--- config.mk ---
export PLATFORM = sky130hd
export DESIGN_NAME = ps2_host_rx
export DESIGN_NICKNAME = d
export VERILOG_FILES = /design/src/rtl/ps2_host_rx_pkg.sv /design/src/rtl/ps2_rx_sync.sv /design/src/rtl/ps2_rx_frame.sv /design/src/rtl/ps2_rx_queue.sv /design/src/rtl/ps2_host_rx.sv
export SDC_FILE = /design/constraint.sdc
export NUM_CORES = 1
export LEC_CHECK = 0
export ABC_AREA = 1
export BUFFER_PORTS_ARGS = -buffer_cell sky130_fd_sc_hd__buf_2
export CORE_MARGIN = 5
export CORE_UTILIZATION = 50
export CTS_CLUSTER_SIZE = 24
export DETAILED_ROUTE_END_ITERATION = 6
export PLACE_DENSITY = 0.66
export SLEW_MARGIN = 20
export SYNTH_ARGS = -nofsm -noshare
export SYNTH_HDL_FRONTEND = slang
export SYNTH_SLANG_ARGS = --single-unit
--- constraint.sdc ---
create_clock -name clk -period 6.5 [get_ports clk]
set_clock_uncertainty 0.15 [all_clocks]
set_input_delay 0.325 -clock clk [delete_from_list [all_inputs] [get_ports clk]]
set_output_delay 0.325 -clock clk [all_outputs]
set_load 0.02 [all_outputs]
--- src/rtl/ps2_host_rx_pkg.sv ---
package ps2_host_rx_pkg;

    localparam int ERR_W = 4;

    // Frame position numbering; the error code reports this value.
    typedef enum logic [3:0] {
        FS_IDLE  = 4'd0,
        FS_START = 4'd1,
        FS_D0    = 4'd2,
        FS_D1    = 4'd3,
        FS_D2    = 4'd4,
        FS_D3    = 4'd5,
        FS_D4    = 4'd6,
        FS_D5    = 4'd7,
        FS_D6    = 4'd8,
        FS_D7    = 4'd9,
        FS_PAR   = 4'd10,
        FS_STOP  = 4'd11
    } frame_st_e;

endpackage

--- src/rtl/ps2_rx_sync.sv ---
module ps2_rx_sync #(
    parameter int FILT_CYC = 4
) (
    input  logic clk,
    input  logic rst_n,
    input  logic raw_i,
    output logic level_o
);
    localparam int CW = (FILT_CYC > 1) ? $clog2(FILT_CYC) : 1;

    typedef struct packed {
        logic [1:0]    sync;
        logic          filt;
        logic [CW-1:0] cnt;
    } sy_t;

    sy_t s_d, s_q;

    always_comb begin
        s_d      = s_q;
        s_d.sync = {s_q.sync[0], raw_i};
        if (s_q.sync[1] == s_q.filt) begin
            s_d.cnt = '0;
        end else if (s_q.cnt == CW'(FILT_CYC - 1)) begin
            s_d.filt = s_q.sync[1];
            s_d.cnt  = '0;
        end else begin
            s_d.cnt = s_q.cnt + 1'b1;
        end
    end

    always_ff @(posedge clk or negedge rst_n) begin
        if (!rst_n) begin
            s_q <= '{sync: 2'b11, filt: 1'b1, cnt: '0};
        end else begin
            s_q <= s_d;
        end
    end

    assign level_o = s_q.filt;
endmodule

--- src/rtl/ps2_rx_frame.sv ---
module ps2_rx_frame
    import ps2_host_rx_pkg::*;
#(
    parameter int TMO_CYC = 200
) (
    input  logic             clk,
    input  logic             rst_n,
    input  logic             clk_lvl_i,
    input  logic             dat_lvl_i,
    input  logic             err_clr_i,
    output logic             push_o,
    output logic [7:0]       push_byte_o,
    output logic [ERR_W-1:0] err_o,
    output logic             tmo_o,
    output frame_st_e        state_o
);
    localparam int TW = $clog2(TMO_CYC + 1);

    typedef struct packed {
        frame_st_e        st;
        logic [7:0]       sh;
        logic             par;
        logic [ERR_W-1:0] err;
        logic             push;
        logic [7:0]       pbyte;
        logic             prev;
        logic [TW-1:0]    cnt;
    } fr_t;

    fr_t       f_d, f_q;
    frame_st_e nxt;
    logic      fall;
    logic      tmo_c;

    always_comb begin
        f_d      = f_q;
        f_d.push = 1'b0;
        f_d.prev = clk_lvl_i;
        tmo_c    = 1'b0;
        fall     = f_q.prev & ~clk_lvl_i;
        nxt      = frame_st_e'(f_q.st + 4'd1);

        if (err_clr_i) begin
            f_d.err = '0;
        end

        if (f_q.err != '0) begin
            // inhibited: edges ignored
        end else if (fall) begin
            f_d.st  = nxt;
            f_d.cnt = '0;
            case (nxt)
                FS_START: begin
                    if (dat_lvl_i) begin
                        f_d.err = ERR_W'(nxt);
                        f_d.st  = FS_IDLE;
                        f_d.sh  = '0;
                        f_d.par = 1'b1;
                    end
                end
                FS_D0, FS_D1, FS_D2, FS_D3,
                FS_D4, FS_D5, FS_D6, FS_D7: begin
                    f_d.sh = {dat_lvl_i, f_q.sh[7:1]};
                    if (dat_lvl_i) begin
                        f_d.par = ~f_q.par;
                    end
                end
                FS_PAR: begin
                    if (dat_lvl_i != f_q.par) begin
                        f_d.err = ERR_W'(nxt);
                        f_d.st  = FS_IDLE;
                        f_d.sh  = '0;
                        f_d.par = 1'b1;
                    end
                end
                FS_STOP: begin
                    if (!dat_lvl_i) begin
                        f_d.err = ERR_W'(nxt);
                    end else begin
                        f_d.push  = 1'b1;
                        f_d.pbyte = f_q.sh;
                    end
                    f_d.st  = FS_IDLE;
                    f_d.sh  = '0;
                    f_d.par = 1'b1;
                end
                default: begin
                    f_d.err = ERR_W'(nxt);
                    f_d.st  = FS_IDLE;
                    f_d.sh  = '0;
                    f_d.par = 1'b1;
                end
            endcase
        end else if (f_q.st != FS_IDLE) begin
            if (f_q.cnt == TW'(TMO_CYC)) begin
                tmo_c   = 1'b1;
                f_d.st  = FS_IDLE;
                f_d.sh  = '0;
                f_d.par = 1'b1;
                f_d.cnt = '0;
            end else begin
                f_d.cnt = f_q.cnt + 1'b1;
            end
        end
    end

    always_ff @(posedge clk or negedge rst_n) begin
        if (!rst_n) begin
            f_q <= '{st: FS_IDLE, sh: '0, par: 1'b1, err: '0, push: 1'b0,
                     pbyte: '0, prev: 1'b1, cnt: '0};
        end else begin
            f_q <= f_d;
        end
    end

    assign push_o      = f_q.push;
    assign push_byte_o = f_q.pbyte;
    assign err_o       = f_q.err;
    assign tmo_o       = tmo_c;
    assign state_o     = f_q.st;
endmodule

--- src/rtl/ps2_rx_queue.sv ---
module ps2_rx_queue #(
    parameter int DEPTH = 8,
    parameter int DW    = 8
) (
    input  logic          clk,
    input  logic          rst_n,
    input  logic          push_i,
    input  logic [DW-1:0] push_data_i,
    input  logic          pop_i,
    output logic [DW-1:0] head_o,
    output logic          empty_o
);
    localparam int PW = $clog2(DEPTH);

    typedef struct packed {
        logic [PW-1:0] wp;
        logic [PW-1:0] rp;
    } qp_t;

    qp_t           p_d, p_q;
    logic [DW-1:0] mem_q [DEPTH];
    logic          full, empty, wr, rd;

    always_comb begin
        empty = (p_q.wp == p_q.rp);
        full  = (PW'(p_q.wp + 1'b1) == p_q.rp);
        wr    = push_i && (push_data_i != '0) && !full;
        rd    = pop_i && !empty;
        p_d   = p_q;
        if (wr) p_d.wp = p_q.wp + 1'b1;
        if (rd) p_d.rp = p_q.rp + 1'b1;
    end

    always_ff @(posedge clk or negedge rst_n) begin
        if (!rst_n) begin
            p_q <= '0;
        end else begin
            p_q <= p_d;
        end
    end

    always_ff @(posedge clk) begin
        if (wr) mem_q[p_q.wp] <= push_data_i;
    end

    assign head_o  = empty ? '0 : mem_q[p_q.rp];
    assign empty_o = empty;
endmodule

--- src/rtl/ps2_host_rx.sv ---
module ps2_host_rx
    import ps2_host_rx_pkg::*;
#(
    parameter int CYC_PER_US = 2,
    parameter int TIMEOUT_US = 100,
    parameter int FILT_CYC   = 4,
    parameter int Q_DEPTH    = 8
) (
    input  logic             clk,
    input  logic             rst_n,
    input  logic             kb_clk_i,
    input  logic             kb_dat_i,
    output logic             kb_clk_pull_o,
    output logic [7:0]       rx_byte_o,
    output logic             rx_empty_o,
    input  logic             rx_pop_i,
    output logic [ERR_W-1:0] err_code_o,
    input  logic             err_clr_i
);
    localparam int TMO_CYC = CYC_PER_US * TIMEOUT_US;
    localparam int NLINE   = 2;

    logic [NLINE-1:0] raw_lines, lvl_lines;
    logic             fr_push, fr_tmo;
    logic [7:0]       fr_byte;
    logic [ERR_W-1:0] fr_err;
    frame_st_e        fr_state;

    assign raw_lines = {kb_dat_i, kb_clk_i};

    for (genvar g = 0; g < NLINE; g++) begin : g_line
        ps2_rx_sync #(.FILT_CYC(FILT_CYC)) u_sync (
            .clk     (clk),
            .rst_n   (rst_n),
            .raw_i   (raw_lines[g]),
            .level_o (lvl_lines[g])
        );
    end

    ps2_rx_frame #(.TMO_CYC(TMO_CYC)) u_frame (
        .clk         (clk),
        .rst_n       (rst_n),
        .clk_lvl_i   (lvl_lines[0]),
        .dat_lvl_i   (lvl_lines[1]),
        .err_clr_i   (err_clr_i),
        .push_o      (fr_push),
        .push_byte_o (fr_byte),
        .err_o       (fr_err),
        .tmo_o       (fr_tmo),
        .state_o     (fr_state)
    );

    ps2_rx_queue #(.DEPTH(Q_DEPTH), .DW(8)) u_queue (
        .clk         (clk),
        .rst_n       (rst_n),
        .push_i      (fr_push),
        .push_data_i (fr_byte),
        .pop_i       (rx_pop_i),
        .head_o      (rx_byte_o),
        .empty_o     (rx_empty_o)
    );

    assign kb_clk_pull_o = (fr_err != '0);
    assign err_code_o    = fr_err;
endmodule

==> flow_summary.ini <==
[cts]
clockBufferDepth = 2
cts_setup_buffers = 0
clk_latency_ps = 500
cts_tree = built
cts_max_level = 4
ctsRootBufferMaster = clkbuf_8
cts_resized = 0
cts_made_buffers = 17
cts.clk_slew.worst_paths_ps = 60
cts_hold_buf = 4
clkSinkCount = 115

[yosys]
synth_cell_type_count = 40
syn_area_per_cell_um2 = 9.956
synth_flop_cell = edfxtp_1
syn_nets = 553
syn_inst = 536
ys_seq_elements = 115
yosysWarnings = 0
yosysSeqAreaShare_pct = 60.12
synth.cell_area_um2 = 5336
async_flop_share_pct = 44.35
synth_edf_count = 64

[timing]
slew_headroom_pct = 35.36
setup_tns_ps = 0
rsz0062_at_grt = false
fin_crit_ps = 3249
whs_ps = 33.97
finalSetupViolCount = 0
drv_slew = 0
tightest_slew_ps = 968.6
fmax_ghz = 0.3078
fin_crit_sh_pct = 49.98
fin_ws_ps = 3251
finalHoldViolCount = 0

[power_and_ir_drop]
p_leak_nw = 2.550
ir_drop_mv = 0.2580
pwr_density_cell_nw_per_um2 = 443.6
power_mw = 2.706

[worst_setup_path]
required_ps = 6020
slowest_delay_ps = 760
path_class = register to output port
endpoint_kind = output port
startpoint_type = register
cp_slowest_cell = dfrtp_2
cp_cell_sequence = inv_1, o21ai_0, o22ai_1, o21ai_0, a31oi_1, buf_2
timing.critical_path.buf_inv = 2
critPathTopFamily = buffers and inverters
critPathMaxFanout = 35
crit_arrival_ps = 2770
cp_common_cell = o21ai_0

[routing]
drt-total-wl_um = 10650
postRouteAntennaNets = 0
initialDrtViolationCount = 186
wl_per_cell_um = 15.00
vias = 3775
firstDrtPassIters = 4
drc = 0
routed_via_density = 5.317

[layout]
diodes = 0
final-seq-area_um2 = 3209
final_cell_mix = nor2_1 (89), nand2_1 (79), o21ai_0 (66)
fin_util_pct = 58.82
multi_input_area_um2 = 1852
nets = 578
nFillCells = 900
syn2layout_area_growth_pct = 14.30
final_common_cell = nor2_1
drive_gt1_share_pct = 16.20

[die]
die_w_um = 113.3
io_pins = 20
rows = 37
die_h_um = 113.3
initial_core_util_pct = 51.46
die_area_um2 = 12840
design.core.area_um2 = 10370

[job]
maxCapViolations = 0

[global_routing]
antenna_found_initial = 0
grt_overflow = 0
grt_pass1_wl_um = 18170
grt_pass1_vias = 3680
grt_max_degree = 52
grt.total_usage_pct = 17.83

[placed_design]
place.gp.congestion = 0.8675
port_buffers = 19
hpwl_um = 7381
place_ws_ps = 3246

[worst_hold_path]
hold_path_class = primary input to register

[run_status]
status = finished clean
==> cell usage after synthesis (9+ instances only) <==
library cell,count,area (um2)
a21oi_1,12,60.06
clkbuf_1,9,33.78
dfrtp_1,43,1076
edfxtp_1,64,1922
ha_1,11,137.6
inv_1,41,153.9
nand2_1,79,296.5
nand3_1,22,110.1
nor2_1,89,334.1
o21ai_0,66,330.3
o21ai_2,9,78.83
o22ai_1,9,56.30
==> tightest hold or removal path: stages <==
cell and delay (ps):
buf_2 70, inv_1 60, nand2_1 120, nand2_1 70
==> layer usage <==
layer | GRT usage [%] | part of all wire (%) | routed length, um
met2 | 28.20 | 49 | 5167
met5 | 0 | 0 | 0
met3 | 4.813 | 5.9 | 628
met4 | 6.330 | 1.1 | 121
met1 | 23.79 | 44 | 4729
==> logic make-up (layout without fill, tap and decap cells) <==
group | Yosys count | after routing | synth area share, %
compound gates | 108 | 108 | 11.47
xor+xnor | 8 | 8 | 1.313
fa+ha+maj | 11 | 11 | 2.579
buf+inv | 65 | 103 | 5.182
flops | 115 | 115 | 60.12
simple gates | 229 | 229 | 19.34
==> power by group <==
group / internal, mW / switching (mW) / total, mW
combinational: 0.296 / 0.609 / 0.905
clock: 0.510 / 0.334 / 0.844
sequential: 0.844 / 0.112 / 0.956
==> stage by stage <==
stage                     std cells  area, um2
final                           710       6100
after global routing            710       6100
after CTS                       710       6098
after detailed placement        674       5512
after global placement          674       5512
after floorplan                 536       5336
==> path summary, 6_finish.rpt <==
path                       cells past startpoint               startpoint                       to  slack [ps]
max                                            6           u_queue.p_q[0]             rx_byte_o[6]        3250
min reg2reg                                    0  g_line[0].u_sync.s_d[4]  g_line[0].u_sync.s_q[4]         200
min in group asynchronous                      3                    rst_n  g_line[1].u_sync.s_q[0]         310
min                                            4                err_clr_i         u_frame.err_o[2]          30
max in group asynchronous                      3                    rst_n           u_queue.p_q[0]        5420
max reg2reg                                    7           u_queue.p_q[1]      u_queue.mem_q[2][0]        3510
==> state kept, by name, summed over array words and instances, names as in the netlist <==
register,count
g_line.u_sync.s_d,2
u_frame.push_o,1
u_frame.state_o,4
g_line.u_sync.s_q,6
u_frame.push_byte_o,8
g_line.u_sync.level_o,2
u_queue.p_q,6
u_frame.err_o,4
u_queue.mem_q,64
u_frame.f_q,18
==> area by class of cell <==
type                            count  area share, %
Clock inverter                     14          2.113
Tap cell                          136          2.790
Multi-Input combinational cell    356          30.36
Inverter                           47          2.933
Clock buffer                       18          6.851
Sequential cell                   115          52.62
Timing Repair Buffer               24          2.338
Note: power is estimated with default switching activity, not from simulation.
